===== src/rtl/perfmon_pkg.sv =====
package perfmon_pkg;
    localparam int ADDR_W   = 12;
    localparam int NUM_EV   = 4;
    localparam int DIV_LOG2 = 6;
    localparam int CYC_BIT  = 31;

    localparam logic [ADDR_W-1:0] OFF_CTRL   = 12'h004;
    localparam logic [ADDR_W-1:0] OFF_EN_SET = 12'h008;
    localparam logic [ADDR_W-1:0] OFF_EN_CLR = 12'h00C;
    localparam logic [ADDR_W-1:0] OFF_FLAG   = 12'h018;
    localparam logic [ADDR_W-1:0] OFF_CRST   = 12'h02C;
    localparam logic [ADDR_W-1:0] OFF_EV0    = 12'h034;
    localparam logic [ADDR_W-1:0] OFF_EV1    = 12'h038;
    localparam logic [ADDR_W-1:0] OFF_EV2    = 12'h03C;
    localparam logic [ADDR_W-1:0] OFF_EV3_LO = 12'h040;
    localparam logic [ADDR_W-1:0] OFF_EV3_HI = 12'h044;
    localparam logic [ADDR_W-1:0] OFF_CYC    = 12'h048;
    localparam logic [7:0]        EVT_PAGE   = 8'h20;

    localparam logic [7:0] CODE_RD = 8'h04;
    localparam logic [7:0] CODE_WR = 8'h05;
    localparam logic [7:0] CODE_RW = 8'h22;

    typedef enum logic [0:0] {
        ST_HALT = 1'b0,
        ST_RUN  = 1'b1
    } run_state_t;
endpackage


===== src/rtl/pm_event_ctr.sv =====
module pm_event_ctr
    import perfmon_pkg::*;
#(
    parameter int W        = 32,
    parameter bit ALLOW_RW = 1'b0
) (
    input  logic         clk,
    input  logic         rst_n,
    input  logic         clr,
    input  logic         count_ok,
    input  logic [7:0]   code,
    input  logic         rd_beat,
    input  logic         wr_beat,
    output logic [W-1:0] value,
    output logic         wrap
);
    logic [1:0] step;
    logic [W:0] sum;

    always_comb begin
        unique case (code)
            CODE_RD: step = {1'b0, rd_beat};
            CODE_WR: step = {1'b0, wr_beat};
            CODE_RW: step = ALLOW_RW ? (2'(rd_beat) + 2'(wr_beat)) : 2'd0;
            default: step = 2'd0;
        endcase
        sum  = {1'b0, value} + (W+1)'(step);
        wrap = count_ok && !clr && sum[W];
    end

    always_ff @(posedge clk or negedge rst_n) begin
        if (!rst_n)        value <= '0;
        else if (clr)      value <= '0;
        else if (count_ok) value <= sum[W-1:0];
    end
endmodule


===== src/rtl/pm_cycle_ctr.sv =====
module pm_cycle_ctr
    import perfmon_pkg::*;
#(
    parameter int W = 32
) (
    input  logic         clk,
    input  logic         rst_n,
    input  logic         clr,
    input  logic         count_ok,
    input  logic         div,
    output logic [W-1:0] value,
    output logic         wrap
);
    logic [DIV_LOG2-1:0] pre;
    logic                tick;

    always_comb begin
        tick = count_ok && (!div || (pre == '1));
        wrap = tick && !clr && (value == '1);
    end

    always_ff @(posedge clk or negedge rst_n) begin
        if (!rst_n) begin
            pre   <= '0;
            value <= '0;
        end else if (clr) begin
            pre   <= '0;
            value <= '0;
        end else begin
            if (count_ok && div) pre <= pre + 1'b1;
            if (tick) value <= value + 1'b1;
        end
    end
endmodule


===== src/rtl/pm_ctrl.sv =====
module pm_ctrl
    import perfmon_pkg::*;
(
    input  logic              clk,
    input  logic              rst_n,
    input  logic              wen,
    input  logic [ADDR_W-1:0] waddr,
    input  logic [31:0]       wdata,
    input  logic [NUM_EV-1:0] ev_wrap,
    input  logic              cyc_wrap,
    output logic              run,
    output logic              ctrl_en,
    output logic [1:0]        mode,
    output logic              div,
    output logic [31:0]       en_mask,
    output logic [31:0]       flag_mask,
    output logic [NUM_EV-1:0] ev_clr,
    output logic              cyc_clr
);
    run_state_t        state, state_nx;
    logic [NUM_EV-1:0] ev_en, ev_flag;
    logic              cyc_en, cyc_flag;
    logic              wr_ctrl, wr_set, wr_clr, wr_flag, wr_crst;

    always_comb begin
        wr_ctrl = wen && (waddr == OFF_CTRL);
        wr_set  = wen && (waddr == OFF_EN_SET);
        wr_clr  = wen && (waddr == OFF_EN_CLR);
        wr_flag = wen && (waddr == OFF_FLAG);
        wr_crst = wen && (waddr == OFF_CRST);
    end

    // Run machine: GO on a manual-mode enabling write, STOP on any other control write
    always_comb begin
        state_nx = state;
        unique case (state)
            ST_HALT: if (wr_ctrl && wdata[0] && (wdata[21:20] == 2'd0)) state_nx = ST_RUN;
            ST_RUN:  if (wr_ctrl && !(wdata[0] && (wdata[21:20] == 2'd0))) state_nx = ST_HALT;
            default: state_nx = ST_HALT;
        endcase
    end

    always_ff @(posedge clk or negedge rst_n) begin
        if (!rst_n) state <= ST_HALT;
        else        state <= state_nx;
    end

    always_comb begin
        run     = (state == ST_RUN);
        ev_clr  = {NUM_EV{wr_ctrl && wdata[1]}} | ({NUM_EV{wr_crst}} & wdata[NUM_EV-1:0]);
        cyc_clr = (wr_ctrl && wdata[2]) || (wr_crst && wdata[CYC_BIT]);
        en_mask   = '0;
        flag_mask = '0;
        en_mask[NUM_EV-1:0]   = ev_en;
        en_mask[CYC_BIT]      = cyc_en;
        flag_mask[NUM_EV-1:0] = ev_flag;
        flag_mask[CYC_BIT]    = cyc_flag;
    end

    always_ff @(posedge clk or negedge rst_n) begin
        if (!rst_n) begin
            ctrl_en  <= 1'b0;
            mode     <= 2'd0;
            div      <= 1'b0;
            ev_en    <= '0;
            cyc_en   <= 1'b0;
            ev_flag  <= '0;
            cyc_flag <= 1'b0;
        end else begin
            if (wr_ctrl) begin
                ctrl_en <= wdata[0];
                div     <= wdata[3];
                mode    <= wdata[21:20];
            end
            if (wr_set) begin
                ev_en  <= ev_en | wdata[NUM_EV-1:0];
                cyc_en <= cyc_en | wdata[CYC_BIT];
            end else if (wr_clr) begin
                ev_en  <= ev_en & ~wdata[NUM_EV-1:0];
                cyc_en <= cyc_en & ~wdata[CYC_BIT];
            end
            ev_flag  <= (ev_flag & ~({NUM_EV{wr_flag}} & wdata[NUM_EV-1:0])) | ev_wrap;
            cyc_flag <= (cyc_flag & ~(wr_flag && wdata[CYC_BIT])) | cyc_wrap;
        end
    end
endmodule


===== src/rtl/perfmon_top.sv =====
module perfmon_top
    import perfmon_pkg::*;
#(
    parameter int EVT_W  = 32,
    parameter int WIDE_W = 40,
    parameter int CYC_W  = 32
) (
    input  logic              clk,
    input  logic              rst_n,
    input  logic              reg_wen,
    input  logic              reg_ren,
    input  logic [ADDR_W-1:0] reg_addr,
    input  logic [31:0]       reg_wdata,
    output logic [31:0]       reg_rdata,
    output logic              reg_rvalid,
    input  logic              rd_beat,
    input  logic              wr_beat
);
    logic              run, ctrl_en, div, cyc_clr, cyc_wrap;
    logic [1:0]        mode;
    logic [31:0]       en_mask, flag_mask;
    logic [NUM_EV-1:0] ev_clr, ev_wrap;
    logic [7:0]        ev_code [NUM_EV];
    logic [63:0]       ev_ext  [NUM_EV];
    logic [63:0]       cyc_ext;
    logic [CYC_W-1:0]  cyc_val;
    logic [31:0]       rd_next;
    logic              evt_hit;

    pm_ctrl u_ctrl (
        .clk       (clk),
        .rst_n     (rst_n),
        .wen       (reg_wen),
        .waddr     (reg_addr),
        .wdata     (reg_wdata),
        .ev_wrap   (ev_wrap),
        .cyc_wrap  (cyc_wrap),
        .run       (run),
        .ctrl_en   (ctrl_en),
        .mode      (mode),
        .div       (div),
        .en_mask   (en_mask),
        .flag_mask (flag_mask),
        .ev_clr    (ev_clr),
        .cyc_clr   (cyc_clr)
    );

    assign evt_hit = (reg_addr[ADDR_W-1:4] == EVT_PAGE) && (reg_addr[1:0] == 2'b00);

    for (genvar i = 0; i < NUM_EV; i++) begin : g_ev
        localparam int  CW  = (i == NUM_EV-1) ? WIDE_W : EVT_W;
        localparam bit  ARW = (i == NUM_EV-1);
        logic [CW-1:0] val;

        always_ff @(posedge clk or negedge rst_n) begin
            if (!rst_n)
                ev_code[i] <= '0;
            else if (reg_wen && evt_hit && (reg_addr[3:2] == 2'(i)))
                ev_code[i] <= reg_wdata[7:0];
        end

        pm_event_ctr #(.W(CW), .ALLOW_RW(ARW)) u_ctr (
            .clk      (clk),
            .rst_n    (rst_n),
            .clr      (ev_clr[i]),
            .count_ok (run && en_mask[i]),
            .code     (ev_code[i]),
            .rd_beat  (rd_beat),
            .wr_beat  (wr_beat),
            .value    (val),
            .wrap     (ev_wrap[i])
        );
        assign ev_ext[i] = 64'(val);
    end

    pm_cycle_ctr #(.W(CYC_W)) u_cyc (
        .clk      (clk),
        .rst_n    (rst_n),
        .clr      (cyc_clr),
        .count_ok (run && en_mask[CYC_BIT]),
        .div      (div),
        .value    (cyc_val),
        .wrap     (cyc_wrap)
    );
    assign cyc_ext = 64'(cyc_val);

    always_comb begin
        rd_next = '0;
        if (evt_hit) begin
            rd_next = {24'd0, ev_code[reg_addr[3:2]]};
        end else begin
            unique case (reg_addr)
                OFF_CTRL:   rd_next = {10'd0, mode, 16'd0, div, 2'b00, ctrl_en};
                OFF_EN_SET: rd_next = en_mask;
                OFF_EN_CLR: rd_next = en_mask;
                OFF_FLAG:   rd_next = flag_mask;
                OFF_EV0:    rd_next = ev_ext[0][31:0];
                OFF_EV1:    rd_next = ev_ext[1][31:0];
                OFF_EV2:    rd_next = ev_ext[2][31:0];
                OFF_EV3_LO: rd_next = ev_ext[3][31:0];
                OFF_EV3_HI: rd_next = {24'd0, ev_ext[3][39:32]};
                OFF_CYC:    rd_next = cyc_ext[31:0];
                default:    rd_next = '0;
            endcase
        end
    end

    always_ff @(posedge clk or negedge rst_n) begin
        if (!rst_n) begin
            reg_rdata  <= '0;
            reg_rvalid <= 1'b0;
        end else begin
            reg_rvalid <= reg_ren;
            if (reg_ren) reg_rdata <= rd_next;
        end
    end
endmodule


===== config.mk =====
export PLATFORM = sky130hd
export DESIGN_NAME = perfmon_top
export DESIGN_NICKNAME = d
export VERILOG_FILES = /design/src/rtl/perfmon_pkg.sv /design/src/rtl/pm_event_ctr.sv /design/src/rtl/pm_cycle_ctr.sv /design/src/rtl/pm_ctrl.sv /design/src/rtl/perfmon_top.sv
export SDC_FILE = /design/constraint.sdc
export NUM_CORES = 1
export LEC_CHECK = 0
export ABC_AREA = 1
export CORE_MARGIN = 2
export CORE_UTILIZATION = 30
export CTS_BUF_LIST = sky130_fd_sc_hd__clkbuf_8
export DETAILED_ROUTE_END_ITERATION = 10
export DONT_BUFFER_PORTS = 1
export GPL_ROUTABILITY_DRIVEN = 1
export SLEW_MARGIN = 20
export SYNTH_ARGS = -nofsm -noshare
export SYNTH_HDL_FRONTEND = slang
export SYNTH_SLANG_ARGS = --single-unit

===== constraint.sdc =====
create_clock -name clk -period 2.45 [get_ports clk]
set_input_delay 0.3675 -clock clk [delete_from_list [all_inputs] [get_ports clk]]
set_output_delay 0.3675 -clock clk [all_outputs]
set_load 0.02 [all_outputs]

==> results.json, run 1 <==
{
  "cp_num_buf_inv": 3,
  "peakVddDrop_mv": 0.4002,
  "worstPathRequired_ns": 2.99,
  "setup_viol_count_final": 4,
  "violations": "negative hold slack, negative setup slack",
  "min_period_ns": 2.490,
  "yosys.cell_types.count": 48,
  "synth.area.mux_share": 0,
  "timing.final.crit_share": 1.017,
  "synth_seq_cells": 254,
  "start_util": 0.3042,
  "nNetsFinal": 2578,
  "ios": 83,
  "detailed_place_hpwl_mm": 44.25,
  "synth-simple-area-share": 0.4102,
  "hold_violations": 254,
  "layout_commonest_cell": "nand2_1",
  "power.density_mw_per_mm2": 457.5,
  "synthXorXnorAreaFrac": 0.02068,
  "critPathLaunchType": "flop",
  "worst_pin_slew_ns": 1.123,
  "maxCapViolations": 0,
  "crit_type": "flop to flop",
  "grt_first_pass_wirelength_mm": 91.03,
  "clock_latency_ns": 0.66,
  "synth_fa_ha_area_frac": 0.01006,
  "dp.cells": 3107,
  "yosys.area.top_type_share": 0.4057,
  "drc": 0,
  "p_leak_nw": 9.677,
  "fp-row-count": 83,
  "async_flop_share": 1.000,
  "synth_ff_type": "dfrtp_1",
  "numCtsBuffers": 48,
  "synth-compound-area-share": 0.07155,
  "wirelength_mm": 58.99,
  "cts.sinks": 254,
  "clkTransAtPathRegs_ns": 0.06,
  "synthTopCellsByArea": "dfrtp_1 (41%), nand2_1 (17%), nor2_1 (9.5%)",
  "drv_slew": 0,
  "grt_util_all_layers": 0.2184,
  "crit_family": "simple AND/OR/NAND/NOR gates",
  "final_cells": 3231,
  "run_status": "finished, violations left",
  "crit_fanout": 3,
  "cpMostUsedCell": "nor2_4",
  "fp.dieW_um": 232.5,
  "die_h_um": 232.5,
  "antenna_left": 0,
  "grt_pass1_vias": 15990,
  "cts_tree": "yes",
  "synth-edff-count": 0,
  "drtIter0Drc": 1538,
  "avgRoutedWirePerCell_um": 18.26,
  "vias": 16490,
  "antenna_found_initial": 1,
  "clock_path_buffers": 3,
  "slowest_delay_ns": 0.34,
  "timing.final.ws_setup_ns": -0.04047,
  "ys_warn_count": 0,
  "fin_skew_ns": 0.03913,
  "grt_start_max_net_pins": 255,
  "cp_slowest_cell": "dfrtp_1",
  "syn-mean-instance-area_um2": 6.687,
  "final_cell_area_mm2": 0.01968,
  "rsz0062_at_grt": "true",
  "dpl_cell_area_mm2": 0.01724,
  "cp-end-kind": "flop",
  "hold_class": "input pin to async pin",
  "synth_top_family_by_area": "simple AND/OR/NAND/NOR gates",
  "path_cells": "inv_1, nor4_2, o211ai_1, nor4_2, buf_4, ha_4, ha_4, nand3_4, nor2_4, nand3_4, nor2_4, inv_2, nor2_4, nand2_2, o21ai_2, nor2_2",
  "core_mm2": 0.05151,
  "seqCellArea_mm2": 0.006356,
  "relSlewSlack": 0.2513,
  "cp.arrival_ns": 3.03,
  "area_growth_pct": 25.62,
  "grt_overflow": 0,
  "gp_congestion": 0.9628,
  "cts_hold_buf": 13,
  "num-fill-cells": 5489,
  "hold_ws_ns": -0.5209,
  "syn_area_mm2": 0.01567,
  "maxClockFrequency_ghz": 0.4015,
  "synth_cells": 2343,
  "ys_seq_area_frac": 0.4057,
  "die_area_mm2": 0.05407,
  "mostFrequentLayoutCells": "nand2_1 (693), nor2_1 (358), inv_1 (278)",
  "drive_gt1_frac": 0.1737,
  "cts_root_buf": "clkbuf_8",
  "first_pass_iters": 5,
  "syn_nets": 2405,
  "multi_input_area_mm2": 0.009029,
  "port_buffers": 0,
  "h-tree-depth": 2,
  "vias_per_cell": 5.103,
  "synth_largest_area_cell": "dfrtp_1"
}
## worst reg2reg max path, cell delays in order (launching register included)
cell and delay (ns):
dfrtp_1 0.34, inv_1 0.05, nor4_2 0.28, o211ai_1 0.14
nor4_2 0.17, buf_4 0.16, ha_4 0.14, ha_4 0.15
nand3_4 0.09, nor2_4 0.13, nand3_4 0.09, nor2_4 0.19
inv_2 0.07, nor2_4 0.12, nand2_2 0.08, o21ai_2 0.12
nor2_2 0.05
## cell usage after synthesis (9+ instances only)
cell type and count:
nand2_1 724, nor2_1 397, inv_1 276, dfrtp_1 254
nand3_1 165, o21ai_0 101, nor3_1 99, nand4_1 55
a21oi_1 38, xor2_1 30, clkbuf_1 18, nor3b_1 16
o22ai_1 15, buf_2 14, nor2_2 13, nand2_2 12
nor4_1 12, ha_1 11, inv_2 10, o211ai_1 9
## state kept, by name, summed over array words and instances (netlist names), named ones only
signal,cells
g_ev.u_ctr.value,136
ev_code,32
reg_rdata,32
u_cyc.value,32
u_cyc.pre,6
u_ctrl.ev_flag,4
u_ctrl.mode,2
reg_rvalid,1
u_ctrl.ctrl_en,1
u_ctrl.cyc_flag,1
u_ctrl.div,1
u_ctrl.run,1
## cell type report
class / instances / area share
clock buffers: 55 / 0.03846
clock inverters: 29 / 0.01322
multi-input cells: 1763 / 0.4587
flip-flops and latches: 254 / 0.3229
well taps: 680 / 0.04322
inverters: 287 / 0.05524
repair buffers: 162 / 0.06814
diodes: 1 / 0.0001271
## power breakdown
part,internal (W),total (W),switching [W]
Sequential,0.00422,0.00426,0.0000359
Clock,0.00257,0.00454,0.00196
Combinational,0.0000651,0.000210,0.000144
Total,0.00686,0.00901,0.00214
## through the flow
stage               hold slack (ns)  total power (W)  utilization   TNS, ns  worst slack, ns
finish                      -0.5209         0.009005       0.3821  -0.09306         -0.04047
global route                -0.5642         0.009327       0.3821    -5.620          -0.2153
CTS                         -0.5767         0.009109       0.3693    -2.535          -0.2114
detailed placement           0.1116         0.004503       0.3347    -9.607          -0.3047
global placement             0.1131         0.004500       0.3347    -7.155          -0.2463
floorplan                   0.07191         0.004441            -         0          0.02135
## per-layer routing
metal / routed length (um) / up-vias / GRT usage
met5: 0 / - / 0
met3: 4024 / 137 / 0.03860
li1: - / 7838 / -
met2: 27340 / 590 / 0.3553
met1: 25320 / 7924 / 0.2858
met4: 2303 / 0 / 0.09057
## timing repair
item                                   CTS  global route
setup buffers                           12            18
gates resized for setup                138           140
endpoints found under the hold margin  305           254
setup endpoints to repair               79           113
pin swaps                               56            93
gates cloned                             0             0
## kinds of logic (layout without fill, tap and decap cells)
| kind of cell | after synthesis | count (layout) |
|---|---|---|
| AOI/OAI and AO/OA | 198 | 198 |
| xor gates and xnor gates | 37 | 37 |
| adders and majority gates | 12 | 12 |
| buffers and inverters | 326 | 533 |
| DFF | 254 | 254 |
| other | 0 | 1 |
| and+or+nand+nor | 1516 | 1516 |
## worst paths after layout
check / from / end / slack [ns] / depth (start not counted)
worst max-delay path: ev_code[26] / g_ev[0].u_ctr.value[28] / -0.04 / 16
worst min-delay path: rst_n / g_ev[3].u_ctr.value[32] / -0.52 / 0
worst max register to register: ev_code[26] / g_ev[0].u_ctr.value[28] / -0.04 / 16
worst min register to register: u_ctrl.ctrl_en / u_ctrl.ctrl_en / 0.50 / 2
max in group asynchronous: rst_n / ev_code[8] / 2.09 / 0
min in group clk: reg_wdata[3] / g_ev[3].u_ctr.value[3] / 0.03 / 3
Note: power is estimated with default switching activity, not from simulation.
==> run 2, diff against run 1 <==
GPL_TIMING_DRIVEN = 0   (was default)
==> run 2 against run 1 <==
  * The flow still finishes with violations (negative hold slack, negative setup slack)
  * Critical path depth down 1
  * Hold slack lost 0.0049 ns
  * Combinational power shrank 3%
  * Sequential power is essentially flat
  * Fmax decreased by 9.4%
  * Sequential cell count unchanged
  * Critical path type unchanged
  * Critical endpoint is now g_ev[0].u_ctr.value[27]
  * Largest power group unchanged
==> results.json, run 2 (synthesized netlist as in run 1, its figures left out) <==
{
  "run_status": "finished, violations left",
  "violations": "negative hold slack, negative setup slack",
  "h-tree-depth": 2,
  "start_util": 0.3042,
  "peakVddDrop_mv": 0.3388,
  "worstPathRequired_ns": 3.03,
  "timing.final.ws_setup_ns": -0.2995,
  "grt_util_all_layers": 0.2214,
  "multi_input_area_mm2": 0.009138,
  "use_met2": 0.3533,
  "fin_skew_ns": 0.04012,
  "cp-end-kind": "flop",
  "drc": 0,
  "cp.arrival_ns": 3.33,
  "drv_slew": 0,
  "maxCapViolations": 0,
  "fin_tns_setup_ns": -10.84,
  "grt_start_max_net_pins": 255,
  "gp_congestion": 0.9636,
  "crit_type": "flop to flop",
  "clkTransAtPathRegs_ns": 0.06,
  "timing.final.crit_share": 1.122,
  "cts.sinks": 254,
  "largest_reg_flops": 136,
  "drtIter0Drc": 1528,
  "fp-row-count": 83,
  "cts_root_buf": "clkbuf_8",
  "layout_commonest_cell": "nand2_1",
  "fp.dieW_um": 232.5,
  "critPathLaunchType": "flop",
  "seqCellArea_mm2": 0.006356,
  "path_cells": "nor4_2, o211ai_1, nor4_2, ha_2, buf_4, nand3_4, nor2_2, nand2_4, nor2_4, nand3_2, nor2_2, nand2_1, nand2_1, nand2_1, nor2_1",
  "clock_path_buffers": 3,
  "die_area_mm2": 0.05407,
  "drive_gt1_frac": 0.1683,
  "rsz0062_at_grt": "true",
  "cts_hold_buf": 15,
  "hold_class": "input pin to async pin",
  "hold_ws_ns": -0.5259,
  "setup_viol_count_final": 61,
  "grt_first_pass_wirelength_mm": 92.03,
  "port_buffers": 0,
  "cpMostUsedCell": "nand2_1",
  "vias": 16410,
  "clock_latency_ns": 0.66,
  "wirelength_mm": 60.57,
  "antenna_left": 0,
  "grt_overflow": 0,
  "relSlewSlack": 0.3734,
  "area_growth_pct": 23.98,
  "avgRoutedWirePerCell_um": 18.96,
  "first_pass_iters": 5,
  "cp_slowest_cell": "dfrtp_1",
  "maxClockFrequency_ghz": 0.3637,
  "num-fill-cells": 5520,
  "antenna_found_initial": 2,
  "detailed_place_hpwl_mm": 44.81,
  "power.density_mw_per_mm2": 461.1,
  "slowest_delay_ns": 0.41,
  "die_h_um": 232.5,
  "cts_tree": "yes",
  "top_usage_layer": "met2",
  "use_met3": 0.03542,
  "grt_pass1_vias": 15970,
  "grtUsageMet1": 0.2918,
  "numCtsBuffers": 49,
  "vias_per_cell": 5.137,
  "p_leak_nw": 9.472,
  "crit_fanout": 3,
  "nNetsFinal": 2539,
  "core_mm2": 0.05151,
  "mostFrequentLayoutCells": "nand2_1 (677), nor2_1 (351), inv_1 (275)",
  "ios": 83,
  "min_period_ns": 2.750,
  "hold_violations": 254,
  "worst_pin_slew_ns": 0.9328,
  "place_ws_ns": -0.9794,
  "largest-register": "g_ev.u_ctr.value"
}
==> run 2: changes by cell type in the layout (fill, tap and decap cells not counted), moves of 5 or more <==
cell | previous run | this run
clkbuf_1 | 0 | 18
nor2_2 | 19 | 28
a21oi_2 | 4 | 9
buf_2 | 0 | 14
clkinv_2 | 9 | 4
buf_6 | 22 | 28
o21ai_2 | 10 | 15
nand2_1 | 693 | 677
buf_4 | 127 | 45
nand2_2 | 34 | 49
nor2_1 | 358 | 351
clkbuf_8 | 55 | 65
==> run 2: area by class of cell <==
| type | instances | share of cell area |
|---|---|---|
| antenna | 1 | 0.0001288 |
| sequential | 254 | 0.3272 |
| clock buffer | 65 | 0.04605 |
| clock inverter | 22 | 0.006827 |
| inverter | 287 | 0.05597 |
| multi-input combinational | 1763 | 0.4704 |
| tap | 680 | 0.04380 |
| timing repair buffer | 83 | 0.03910 |
| buffer | 39 | 0.01056 |
==> run 2: what timing repair did <==
item / 4_1_cts / 5_1_grt
gates resized for setup: 163 / 159
endpoints found under the setup margin: 117 / 110
setup buffers: 42 / 30
pin swaps: 56 / 94
hold endpoints to repair: 276 / 254
==> run 2: report_power, final <==
group | internal [W] | switching [W]
Combinational | 0.0000577 | 0.000146
Clock | 0.00247 | 0.00202
Sequential | 0.00422 | 0.0000384
Total | 0.00675 | 0.00220
==> run 2: final timing paths <==
kind / from / end / slack, ns / cells past startpoint
max: ev_code[29] / g_ev[0].u_ctr.value[27] / -0.30 / 15
min: rst_n / g_ev[3].u_ctr.value[24] / -0.53 / 0
max reg2reg: ev_code[29] / g_ev[0].u_ctr.value[27] / -0.30 / 15
min reg2reg: u_ctrl.ev_flag[2] / u_ctrl.ev_flag[2] / 0.52 / 2
max in group asynchronous: rst_n / reg_rdata[25] / 2.50 / 0
min in group clk: reg_wdata[2] / u_cyc.value[13] / 0.05 / 3
==> run 2: worst max-delay path, delay by kind of cell, from the launching register on <==
family	cells	cell delay, ns
fa+ha+maj	1	0.31
buf+inv	1	0.13
flops	1	0.41
compound gates	1	0.15
simple gates	12	1.68
==> run 2: per-layer routing <==
metal / wire [um] / part of all wire
met2: 27470 / 0.45
met3: 4071 / 0.067
met4: 3029 / 0.050
met1: 26000 / 0.43
met5: 0 / 0
==> run 2: stage by stage <==
| step | cell area, um^2 | power (W) | hold WS [ns] | util | cells |
|---|---|---|---|---|---|
| after floorplan | 15670 | 0.004441 | 0.07191 | - | 2343 |
| after global placement | 16520 | 0.004507 | 0.1079 | 0.3207 | 3023 |
| after detailed placement | 16520 | 0.004509 | 0.1125 | 0.3207 | 3023 |
| after CTS | 18620 | 0.009040 | -0.5928 | 0.3615 | 3165 |
| after global routing | 19430 | 0.009245 | -0.5727 | 0.3771 | 3194 |
| final | 19430 | 0.008957 | -0.5259 | 0.3771 | 3194 |
